<file path="src/rtl/mbl_pkg.sv">
package mbl_pkg;
  typedef enum logic [1:0] {
    SEQ_IDLE = 2'd0,
    SEQ_REQ  = 2'd1,
    SEQ_RSP  = 2'd2
  } seq_state_e;
endpackage

</file>
<file path="src/rtl/mbl_addr_gen.sv">
// Element address: shared base in splat mode, base + zero-extended index otherwise.
module mbl_addr_gen #(
  parameter int ADDR_W = 32,
  parameter int IDX_W  = 16,
  parameter int MAX_VL = 8,
  localparam int EL_W  = (MAX_VL > 1) ? $clog2(MAX_VL) : 1
) (
  input  logic                     splat,
  input  logic [ADDR_W-1:0]        base,
  input  logic [MAX_VL*IDX_W-1:0]  idx_flat,
  input  logic [EL_W-1:0]          elem,
  output logic [ADDR_W-1:0]        addr
);
  logic [IDX_W-1:0] idx_arr [MAX_VL];

  for (genvar g = 0; g < MAX_VL; g++) begin : g_unpack
    assign idx_arr[g] = idx_flat[g*IDX_W +: IDX_W];
  end

  always_comb begin
    if (splat) addr = base;
    else       addr = base + ADDR_W'(idx_arr[elem]);
  end
endmodule

</file>
<file path="src/rtl/mbl_regfile.sv">
// Destination registers: one synchronous write port, one registered read port.
module mbl_regfile #(
  parameter int DATA_W = 32,
  parameter int NREG   = 16,
  localparam int RIDX_W = $clog2(NREG)
) (
  input  logic              clk,
  input  logic              we,
  input  logic [RIDX_W-1:0] waddr,
  input  logic [DATA_W-1:0] wdata,
  input  logic [RIDX_W-1:0] raddr,
  output logic [DATA_W-1:0] rdata
);
  logic [DATA_W-1:0] mem [NREG];

  always_ff @(posedge clk) begin
    if (we) mem[waddr] <= wdata;
    rdata <= mem[raddr];
  end
endmodule

</file>
<file path="src/rtl/mmio_burst_loader.sv">
module mmio_burst_loader
  import mbl_pkg::*;
#(
  parameter int ADDR_W = 32,
  parameter int DATA_W = 32,
  parameter int IDX_W  = 16,
  parameter int MAX_VL = 8,
  parameter int NREG   = 16,
  localparam int VL_W   = $clog2(MAX_VL + 1),
  localparam int EL_W   = (MAX_VL > 1) ? $clog2(MAX_VL) : 1,
  localparam int RIDX_W = $clog2(NREG)
) (
  input  logic                    clk,
  input  logic                    rst,
  input  logic                    start_i,
  input  logic                    splat_i,
  input  logic                    pred_i,
  input  logic [VL_W-1:0]         vl_i,
  input  logic [ADDR_W-1:0]       base_addr_i,
  input  logic [MAX_VL*IDX_W-1:0] idx_vec_i,
  input  logic [RIDX_W-1:0]       dst_base_i,
  output logic                    busy_o,
  output logic                    done_o,
  output logic [VL_W-1:0]         vl_out_o,
  output logic                    req_valid_o,
  input  logic                    req_ready_i,
  output logic [ADDR_W-1:0]       req_addr_o,
  input  logic                    rsp_valid_i,
  output logic                    rsp_ready_o,
  input  logic [DATA_W-1:0]       rsp_data_i,
  input  logic [RIDX_W-1:0]       rd_idx_i,
  output logic [DATA_W-1:0]       rd_data_o
);
  seq_state_e              state_q;
  logic [VL_W-1:0]         elem_q;
  logic [VL_W-1:0]         vl_q;
  logic                    splat_q;
  logic                    pred_q;
  logic [ADDR_W-1:0]       base_q;
  logic [MAX_VL*IDX_W-1:0] idx_q;
  logic [RIDX_W-1:0]       dbase_q;
  logic [ADDR_W-1:0]       addr_q;
  logic                    done_q;
  logic [VL_W-1:0]         vl_out_q;

  logic [VL_W-1:0]         vl_eff;
  logic [VL_W-1:0]         elem_nxt;
  logic                    idle;
  logic                    rsp_hs;
  logic                    zero_hit;
  logic                    last_elem;
  logic                    ag_splat;
  logic [ADDR_W-1:0]       ag_base;
  logic [MAX_VL*IDX_W-1:0] ag_idx;
  logic [EL_W-1:0]         ag_elem;
  logic [ADDR_W-1:0]       ag_addr;
  logic                    rf_we;
  logic [RIDX_W-1:0]       rf_waddr;

  assign idle      = (state_q == SEQ_IDLE);
  assign vl_eff    = (vl_i > VL_W'(MAX_VL)) ? VL_W'(MAX_VL) : vl_i;
  assign elem_nxt  = elem_q + VL_W'(1);
  assign rsp_hs    = (state_q == SEQ_RSP) && rsp_valid_i;
  assign zero_hit  = pred_q && (rsp_data_i == '0);
  assign last_elem = (elem_nxt == vl_q);

  // While idle the generator sees the start inputs (element 0);
  // otherwise the captured request and the following element.
  assign ag_splat = idle ? splat_i     : splat_q;
  assign ag_base  = idle ? base_addr_i : base_q;
  assign ag_idx   = idle ? idx_vec_i   : idx_q;
  assign ag_elem  = idle ? '0          : EL_W'(elem_nxt);

  mbl_addr_gen #(
    .ADDR_W (ADDR_W),
    .IDX_W  (IDX_W),
    .MAX_VL (MAX_VL)
  ) u_addr (
    .splat    (ag_splat),
    .base     (ag_base),
    .idx_flat (ag_idx),
    .elem     (ag_elem),
    .addr     (ag_addr)
  );

  assign rf_we    = rsp_hs && !zero_hit;
  assign rf_waddr = dbase_q + RIDX_W'(elem_q);

  mbl_regfile #(
    .DATA_W (DATA_W),
    .NREG   (NREG)
  ) u_rf (
    .clk   (clk),
    .we    (rf_we),
    .waddr (rf_waddr),
    .wdata (rsp_data_i),
    .raddr (rd_idx_i),
    .rdata (rd_data_o)
  );

  always_ff @(posedge clk) begin
    if (rst) begin
      state_q  <= SEQ_IDLE;
      elem_q   <= '0;
      vl_q     <= '0;
      splat_q  <= 1'b0;
      pred_q   <= 1'b0;
      base_q   <= '0;
      idx_q    <= '0;
      dbase_q  <= '0;
      addr_q   <= '0;
      done_q   <= 1'b0;
      vl_out_q <= '0;
    end else begin
      done_q <= 1'b0;
      case (state_q)
        SEQ_IDLE: begin
          if (start_i) begin
            if (vl_eff == '0) begin
              done_q   <= 1'b1;
              vl_out_q <= '0;
            end else begin
              splat_q <= splat_i;
              pred_q  <= pred_i;
              base_q  <= base_addr_i;
              idx_q   <= idx_vec_i;
              dbase_q <= dst_base_i;
              vl_q    <= vl_eff;
              elem_q  <= '0;
              addr_q  <= ag_addr;
              state_q <= SEQ_REQ;
            end
          end
        end
        SEQ_REQ: begin
          if (req_ready_i) state_q <= SEQ_RSP;
        end
        SEQ_RSP: begin
          if (rsp_valid_i) begin
            if (zero_hit) begin
              done_q   <= 1'b1;
              vl_out_q <= elem_q;
              state_q  <= SEQ_IDLE;
            end else if (last_elem) begin
              done_q   <= 1'b1;
              vl_out_q <= vl_q;
              state_q  <= SEQ_IDLE;
            end else begin
              elem_q  <= elem_nxt;
              addr_q  <= ag_addr;
              state_q <= SEQ_REQ;
            end
          end
        end
        default: state_q <= SEQ_IDLE;
      endcase
    end
  end

  assign busy_o      = !idle;
  assign done_o      = done_q;
  assign vl_out_o    = vl_out_q;
  assign req_valid_o = (state_q == SEQ_REQ);
  assign req_addr_o  = addr_q;
  assign rsp_ready_o = (state_q == SEQ_RSP);
endmodule

</file>
<file path="config.mk">
export PLATFORM = sky130hd
export DESIGN_NAME = mmio_burst_loader
export DESIGN_NICKNAME = d
export VERILOG_FILES = /design/src/rtl/mbl_pkg.sv /design/src/rtl/mbl_addr_gen.sv /design/src/rtl/mbl_regfile.sv /design/src/rtl/mmio_burst_loader.sv
export SDC_FILE = /design/constraint.sdc
export NUM_CORES = 1
export LEC_CHECK = 0
export BUFFER_PORTS_ARGS = -buffer_cell sky130_fd_sc_hd__buf_2
export CELL_PAD_IN_SITES_DETAIL_PLACEMENT = 0
export CELL_PAD_IN_SITES_GLOBAL_PLACEMENT = 1
export CORE_MARGIN = 1.5
export CORE_UTILIZATION = 36
export DETAILED_ROUTE_END_ITERATION = 8
export GPL_TIMING_DRIVEN = 0
export HOLD_SLACK_MARGIN = 0.03
export MAX_ROUTING_LAYER = met4
export PLACE_DENSITY = 0.7
export SLEW_MARGIN = 10
export SYNTH_ARGS = -nofsm -noshare
export SYNTH_HDL_FRONTEND = slang
export SYNTH_SLANG_ARGS = --single-unit
</file>
<file path="constraint.sdc">
create_clock -name clk -period 4.56 [get_ports clk]
set_input_delay 0.912 -clock clk [delete_from_list [all_inputs] [get_ports clk]]
set_output_delay 0.912 -clock clk [all_outputs]
set_load 0.05 [all_outputs]
</file>
### Word level (Yosys, flattened, before mapping)

Memory sizes are Yosys's and may differ from the RTL's. A register that Yosys moved wholly into a read port is not among the register bits.
Index checks and enable logic that the tools add are counted.

| storage, ports and cells | value |
|---|---|
| logic and storage cells | 85 |
| bits in registers | 213 |
| memories kept | 1 |
| memory bits (writable) | 512 |
| output and inout bits | 72 |
| bits of input ports | 211 |

Memory list:

| memory | words | width | rd ports | clocked after Yosys merged registers in | wr ports | line | source |
|---|---|---|---|---|---|---|---|
| u_rf.mem | 16 | 32 | 1 | 1 | 1 | mbl_regfile.sv:14 | `logic [DATA_W-1:0] mem [NREG];` |

| cells by class | value |
|---|---|
| reductions and logical operators | 13 |
| $lt $le $gt $ge | 2 |
| $add $sub $neg | 3 |
| bitwise logic cells | 2 |
| equality and inequality tests | 11 |
| multiplexer cells | 42 |

Operators by type and width:

| operator | count |
|---|---|
| 2-to-1 mux 32 bit | 7 |
| 2-to-1 mux 128 bit | 1 |
| one-hot mux 32 bit (2 select lines) | 1 |
| binary-select mux 16 bit (select 3 bit) | 1 |
| 2-to-1 mux 4 bit | 11 |
| adder 32 x 16 -> 32 bit | 1 |
| logical NOT 32 bit | 1 |
| 2-to-1 mux 16 bit | 2 |
| one-hot mux 4 bit (2 select lines) | 2 |
| 2-to-1 mux 1 bit | 10 |
| inequality test 2 bit, second input constant | 5 |
| 2-to-1 mux 2 bit | 4 |
| one-hot mux 2 bit (3 select lines) | 1 |
| AND reduction 6 bit | 1 |
| AND reduction 5 bit | 1 |
| adder 4 x 1 -> 4 bit, second input constant | 1 |
| adder 4 bit | 1 |
| equality test 4 bit | 1 |
| greater-or-equal comparator 4 bit, second input constant | 1 |
| greater-than comparator 4 bit, second input constant | 1 |
| logical NOT 4 bit | 1 |
| inequality test 2 x 1 -> 1 bit, second input constant | 2 |
| inverter 3 -> 4 bit | 1 |
| AND reduction 4 bit | 1 |
| 11 further kinds | 14 |

### Longest topological paths before layout

| depth | value |
|---|---|
| word-level depth | 12 |
| gate-level depth with buffers | 18 |

### Hierarchy

Synthesis repeated with hierarchy kept, for this count alone.

| second synthesis, totals | value |
|---|---|
| cell total of the unflattened synthesis | 2,267 |
| area, all modules | 32,202.1 sq um |

By module, submodules not included:

| module | times used | cells an instance | area each (sq um) |
|---|---|---|---|
| mbl_regfile | 1 | 838 | 19,835.3 |
| mmio_burst_loader | 1 | 1,173 | 10,103.4 |
| mbl_addr_gen | 1 | 256 | 2,263.4 |

### Worst setup path before layout

No wires, ideal clock.

| timing path | value |
|---|---|
| path type | flip-flop to flip-flop |
| start point | register elem_q[1] |
| end point | register addr_q[31] (netlist: req_addr_o[31]) |
| library setup time | 0.088 ns |
| cell stages (with the launch flop) | 16 |
| setup slack | 0.068 ns |
| clock period less this slack | 4.492 ns |
| data arrival time | 4.404 ns |
| path through | dfxtp_1 -> ha_1 -> clkbuf_1 -> buf_1 -> mux4_2 -> mux2i_1 -> o21ai_0 -> ha_1 -> a211oi_2 -> o211a_1 -> o311ai_2 -> o31ai_2 -> or4b_1 -> buf_2 -> o21a_1 -> o32ai_2 |

| between the ends | value |
|---|---|
| word-level cells in the longest chain between the ends | 12 |
| elaborated cells between the ends (all ways) | 17 |
| those cells by class | 2 x add/sub; 2 x eq/ne; 11 x mux; 1 x bitwise; 1 x reduce/logical |

RTL lines:

| item | line | source |
|---|---|---|
| start: declaration | mmio_burst_loader.sv:35 | `logic [VL_W-1:0] elem_q;` |
| start signal: assignment | mmio_burst_loader.sv:149 | `elem_q <= elem_nxt;` |
| adder 4 x 1 -> 4 bit (*) | mmio_burst_loader.sv:62 | `assign elem_nxt = elem_q + VL_W'(1);` |
| 2-to-1 mux 3 bit | mmio_burst_loader.sv:72 | `assign ag_elem = idle ? '0 : EL_W'(elem_nxt);` |
| inverter 3 -> 4 bit (not written as such) | mbl_addr_gen.sv:22 | `else addr = base + ADDR_W'(idx_arr[elem]);` |
| binary-select mux 16 bit (select 3 bit) | mbl_addr_gen.sv:22 |  |
| 2-to-1 mux 16 bit (not written as such) (2 in a row) | mbl_addr_gen.sv:22 |  |
| adder 32 x 16 -> 32 bit | mbl_addr_gen.sv:22 |  |
| 2-to-1 mux 32 bit | mbl_addr_gen.sv:21 | `if (splat) addr = base;` |
| 2-to-1 mux 32 bit | mmio_burst_loader.sv:144 | `end else if (last_elem) begin` |
| 2-to-1 mux 32 bit | mmio_burst_loader.sv:140 | `if (zero_hit) begin` |
| 2-to-1 mux 32 bit | mmio_burst_loader.sv:139 | `if (rsp_valid_i) begin` |
| one-hot mux 32 bit (2 select lines) | mmio_burst_loader.sv:116 | `case (state_q)` |
| end signal: assignment | mmio_burst_loader.sv:130 | `addr_q <= ag_addr;` |
| end signal: assignment | mmio_burst_loader.sv:150 | `addr_q <= ag_addr;` |
| end: declaration | mmio_burst_loader.sv:42 | `logic [ADDR_W-1:0] addr_q;` |

Every way passes the cells marked *; elsewhere a longest branch is shown, timed or not. The select of a mux whose other input is x is not followed.
A chain may end at the register's enable or synchronous reset.

### Worst setup path after layout

| timing path | value |
|---|---|
| start point | register elem_q[0] |
| end point | register addr_q[27] (netlist: req_addr_o[27]) |

Same word-level chain as after synthesis.

==> flow_metrics.env <==
export IMPL_avgRoutedWirePerCell_um=24.3
export IMPL_placementRows=106
export IMPL_post_drt_via_cell_ratio=5.25
export IMPL_first_global_vias=19900
export IMPL_clock_latency_on_the_worst_skew_pair_ns=0.65
export IMPL_layout_min_cycle_time_ns=4.38
export IMPL_drt_first_pass_iters=5
export IMPL_grt_antenna_before_repair=22
export IMPL_tns_ns=0
export IMPL_drcViolationCount=0
export IMPL_top_cell_type_s_share_of_synthesized_area_pct=50.4
export IMPL_vdd_ir_max_mv=0.261
export IMPL_pin_count_of_the_biggest_net_entering_global_routing=21
export IMPL_hold_class="reg -> reg"
export IMPL_critPathRequiredTime_ns=5.08
export IMPL_element_type_at_the_critical_path_end="flip-flop"
export IMPL_seq_power_share_pct=47.0
export IMPL_fill_cells=7641
export IMPL_max_slew_worst_pin_slew_ns=1.10
export IMPL_design_portCount=283
export IMPL_final_core_util_pct=44.0
export IMPL_clk_pin_slew_ns=0.06
export IMPL_critPathBufInv=3
export IMPL_power_report_internal_total_uw=12000
export IMPL_power_leakage_uw=0.0127
export IMPL_worst_path_dominant_cell_family="compound AO/OA/AOI/OAI gates"
export IMPL_ys_top_cells_by_area="sky130_fd_sc_hd__edfxtp_1 50%, sky130_fd_sc_hd__dfxtp_1 16%, sky130_fd_sc_hd__mux4_2 14%"
export IMPL_cts_sink_count=757
export IMPL_cp_max_fo=10
export IMPL_total_of_max_cap_violations=0
export IMPL_power_switching_share_pct=25.9
export IMPL_design_core_area_um2=83800
export IMPL_place_gp_congestion=0.902
export IMPL_detailroute_via_count=19600
export IMPL_number_of_h_tree_levels=3
export IMPL_cp_start_kind="flip-flop"
export IMPL_start_util_pct=36.4
export IMPL_worstPathCellList="ha_4 > clkbuf_8 > buf_4 > mux4_2 > mux2i_1 > o21ai_0 > ha_1 > o21ai_1 > o211a_1 > o311ai_2 > o31ai_2 > or4b_1 > buf_2 > o21a_1 > o32ai_2"
export IMPL_numCtsBuffers=81
export IMPL_synth_top_cell_by_area="sky130_fd_sc_hd__edfxtp_1"
export IMPL_sequential_cell_area_um2=20300
export IMPL_placement_setup_worst_slack_ns=-1.56
export IMPL_timing_hold_violations_final=0
export IMPL_post_route_period_util_pct=96.1
export IMPL_floorplan_die_area_um2=86500
export IMPL_power_total_uw=16200
export IMPL_cts_buffer_depth=3
export IMPL_number_of_instances_in_the_synthesized_netlist=2112
export IMPL_area_of_combinational_cells_with_multiple_inputs_um2=9830
export IMPL_netlist_area_um2=30500
export IMPL_synthArstFlopShare_pct=0
export IMPL_yosysWarningCount=0
export IMPL_worst_slew_margin_rel_pct=26.7
export IMPL_synth_enable_flop_cells=512
export IMPL_setup_crit_path_kind="reg -> reg"
export IMPL_nNetsFinal=2732
export IMPL_run_status="completed"
export IMPL_synth_flop_cell="sky130_fd_sc_hd__edfxtp_1"
export IMPL_drt_initial_drc_count=1364
export IMPL_areaGrowthSynthToFinish_pct=20.9
export IMPL_clock_tree_root_cell="sky130_fd_sc_hd__clkbuf_16"
export IMPL_clockPowerShare_pct=41.6
export IMPL_detailedPlacementHpwl_um=63900
export IMPL_report_final_slew_viol_count=0
export IMPL_grt_pass1_wl_um=131000
export IMPL_layout_setup_ws_ns=0.180
export IMPL_power_frac_comb_pct=11.4
export IMPL_max_stage_delay_ns=0.53
export IMPL_crit_path_top_delay_cell="sky130_fd_sc_hd__or4b_1"
export IMPL_floorplan_die_width_um=294
export IMPL_route_antenna_remaining_nets=0
export IMPL_post_synth_cell_area_avg_um2=14.4
export IMPL_fmax_mhz=228
export IMPL_mappedNetlistNets=2345
export IMPL_clock_skew_final_ns=0.0296
export IMPL_power_per_cell_area_nw_per_um2=439
export IMPL_route_final_wire_length_um=90300
export IMPL_track_usage_pct=21.4
export IMPL_worstPathArrival_ns=4.90
export IMPL_synth_lib_cells_used_distinct=73
export IMPL_die_height_um=294
export IMPL_port_buffers=278
export IMPL_fin_worst_hold_slack_ns=0.452
export IMPL_post_route_cells_drive_above_1_share_pct=27.1
export IMPL_grt_overflow_total=0
export IMPL_tritoncts_clock_tree="yes"
export IMPL_ys_seq_elements=757
export IMPL_synth_yosys_seq_area_share_pct=66.5
export IMPL_switching_power_uw=4190
export IMPL_report_final_setup_viol=0
-- path summary, 6_finish.rpt --
kind	slack [ns]	from	cells after the start	endpoint
worst max-delay path	0.18	elem_q[0]	15	req_addr_o[27]
worst min register to register	0.45	idx_q[121]	2	idx_q[121]
worst max register to register	0.18	elem_q[0]	15	req_addr_o[27]
worst min-delay path	0.45	idx_q[121]	2	idx_q[121]
-- power by group through the flow --
| stage | registers [µW] | logic, µW | clock network (µW) |
|---|---|---|---|
| after CTS | 7600 | 1850 | 6850 |
| final | 7600 | 1850 | 6740 |
| after global routing | 7620 | 2000 | 7130 |
| after detailed placement | 7750 | 1830 | 0 |
| after floorplan | 7940 | 942 | 0 |
| after global placement | 7740 | 1800 | 0 |
-- metrics by stage --
stage,area [µm²],std cells
after floorplan,30500,2112
after global placement,33300,3524
after detailed placement,33800,3541
after CTS,36700,3693
after global routing,36900,3722
final,36900,3724
-- cell usage in the layout, fill, tap and decap left out, types with 12 or more instances in the layout --
cell and instances:
sky130_fd_sc_hd__nor2_1 32, sky130_fd_sc_hd__buf_4 14, sky130_fd_sc_hd__nor2_4 16, sky130_fd_sc_hd__diode_2 23, sky130_fd_sc_hd__edfxtp_1 512, sky130_fd_sc_hd__xor2_1 12, sky130_fd_sc_hd__mux4_2 192, sky130_fd_sc_hd__clkinv_2 16
sky130_fd_sc_hd__clkbuf_1 101, sky130_fd_sc_hd__nand3_1 23, sky130_fd_sc_hd__mux2i_1 36, sky130_fd_sc_hd__a21oi_1 205, sky130_fd_sc_hd__xnor2_1 16, sky130_fd_sc_hd__clkbuf_16 83, sky130_fd_sc_hd__nand2_1 469, sky130_fd_sc_hd__o21ai_1 12
sky130_fd_sc_hd__o21ai_0 23, sky130_fd_sc_hd__ha_1 18, sky130_fd_sc_hd__buf_2 292, sky130_fd_sc_hd__dfxtp_1 244, sky130_fd_sc_hd__buf_1 13
-- metal layers --
metal	vias to the layer above	wire [µm]	track usage, %	share of wire [%]
met4	0	2190	6.27	2.4
met1	9840	35700	26.2	40
met2	794	45200	35.9	50
met5	-	0	-	0
li1	8790	-	-	-
met3	130	7280	4.46	8.1
-- layout make-up --
cell class / count / area share [%]
inverters: 11 / 0.112
clock buffers: 102 / 5.99
multi-input cells: 1211 / 26.6
clock inverters: 49 / 1.52
plain buffers: 129 / 1.54
flip-flops and latches: 757 / 55.0
well taps: 1134 / 3.85
repair buffers: 308 / 5.19
diodes: 23 / 0.156
-- logic make-up after synthesis --
group	after synthesis	share of synthesized area (%)
flip-flops	757	66.5
AND/OR/NAND/NOR	608	8.21
AO/OA/AOI/OAI	324	6.27
multiplexers	228	15.4
buffers and inverters	144	1.86
XOR/XNOR	29	0.894
adder cells (fa/ha/maj)	22	0.951
-- synth_stat cells (all sizes together), types with 11 or more instances --
master and instances:
edfxtp 512, nand2 469, dfxtp 245, a21oi 207, mux4 192, clkbuf 95, nor2 49, buf 38
mux2i 36, o21ai 35, nand3 23, ha 20, xnor2 16, xor2 13, inv 11, nor4 11
-- what timing repair did --
action / in CTS / in global routing
buffers inserted: 3 / 9
hold buffers: 0 / 0
gates cloned: 0 / 0
pin swaps: 4 / 2
setup endpoints to repair: 31 / 15
gates resized for setup: 36 / 10
-- flip-flops by register name, indices dropped and copies added (netlist names) --
signal	count
splat_q	1
req_addr_o	32
state_q	2
u_rf.rdata	32
base_q	32
elem_q	4
vl_q	4
dbase_q	4
u_rf.mem	512
pred_q	1
done_o	1
vl_out_o	4
idx_q	128
-- worst min-delay path, delay by kind of cell, from the launching register on --
kind	cells	cell delay [ns]
compound gates	1	0.05
simple gates	1	0.05
flops	1	0.31
(Power assumes the default switching activity.)
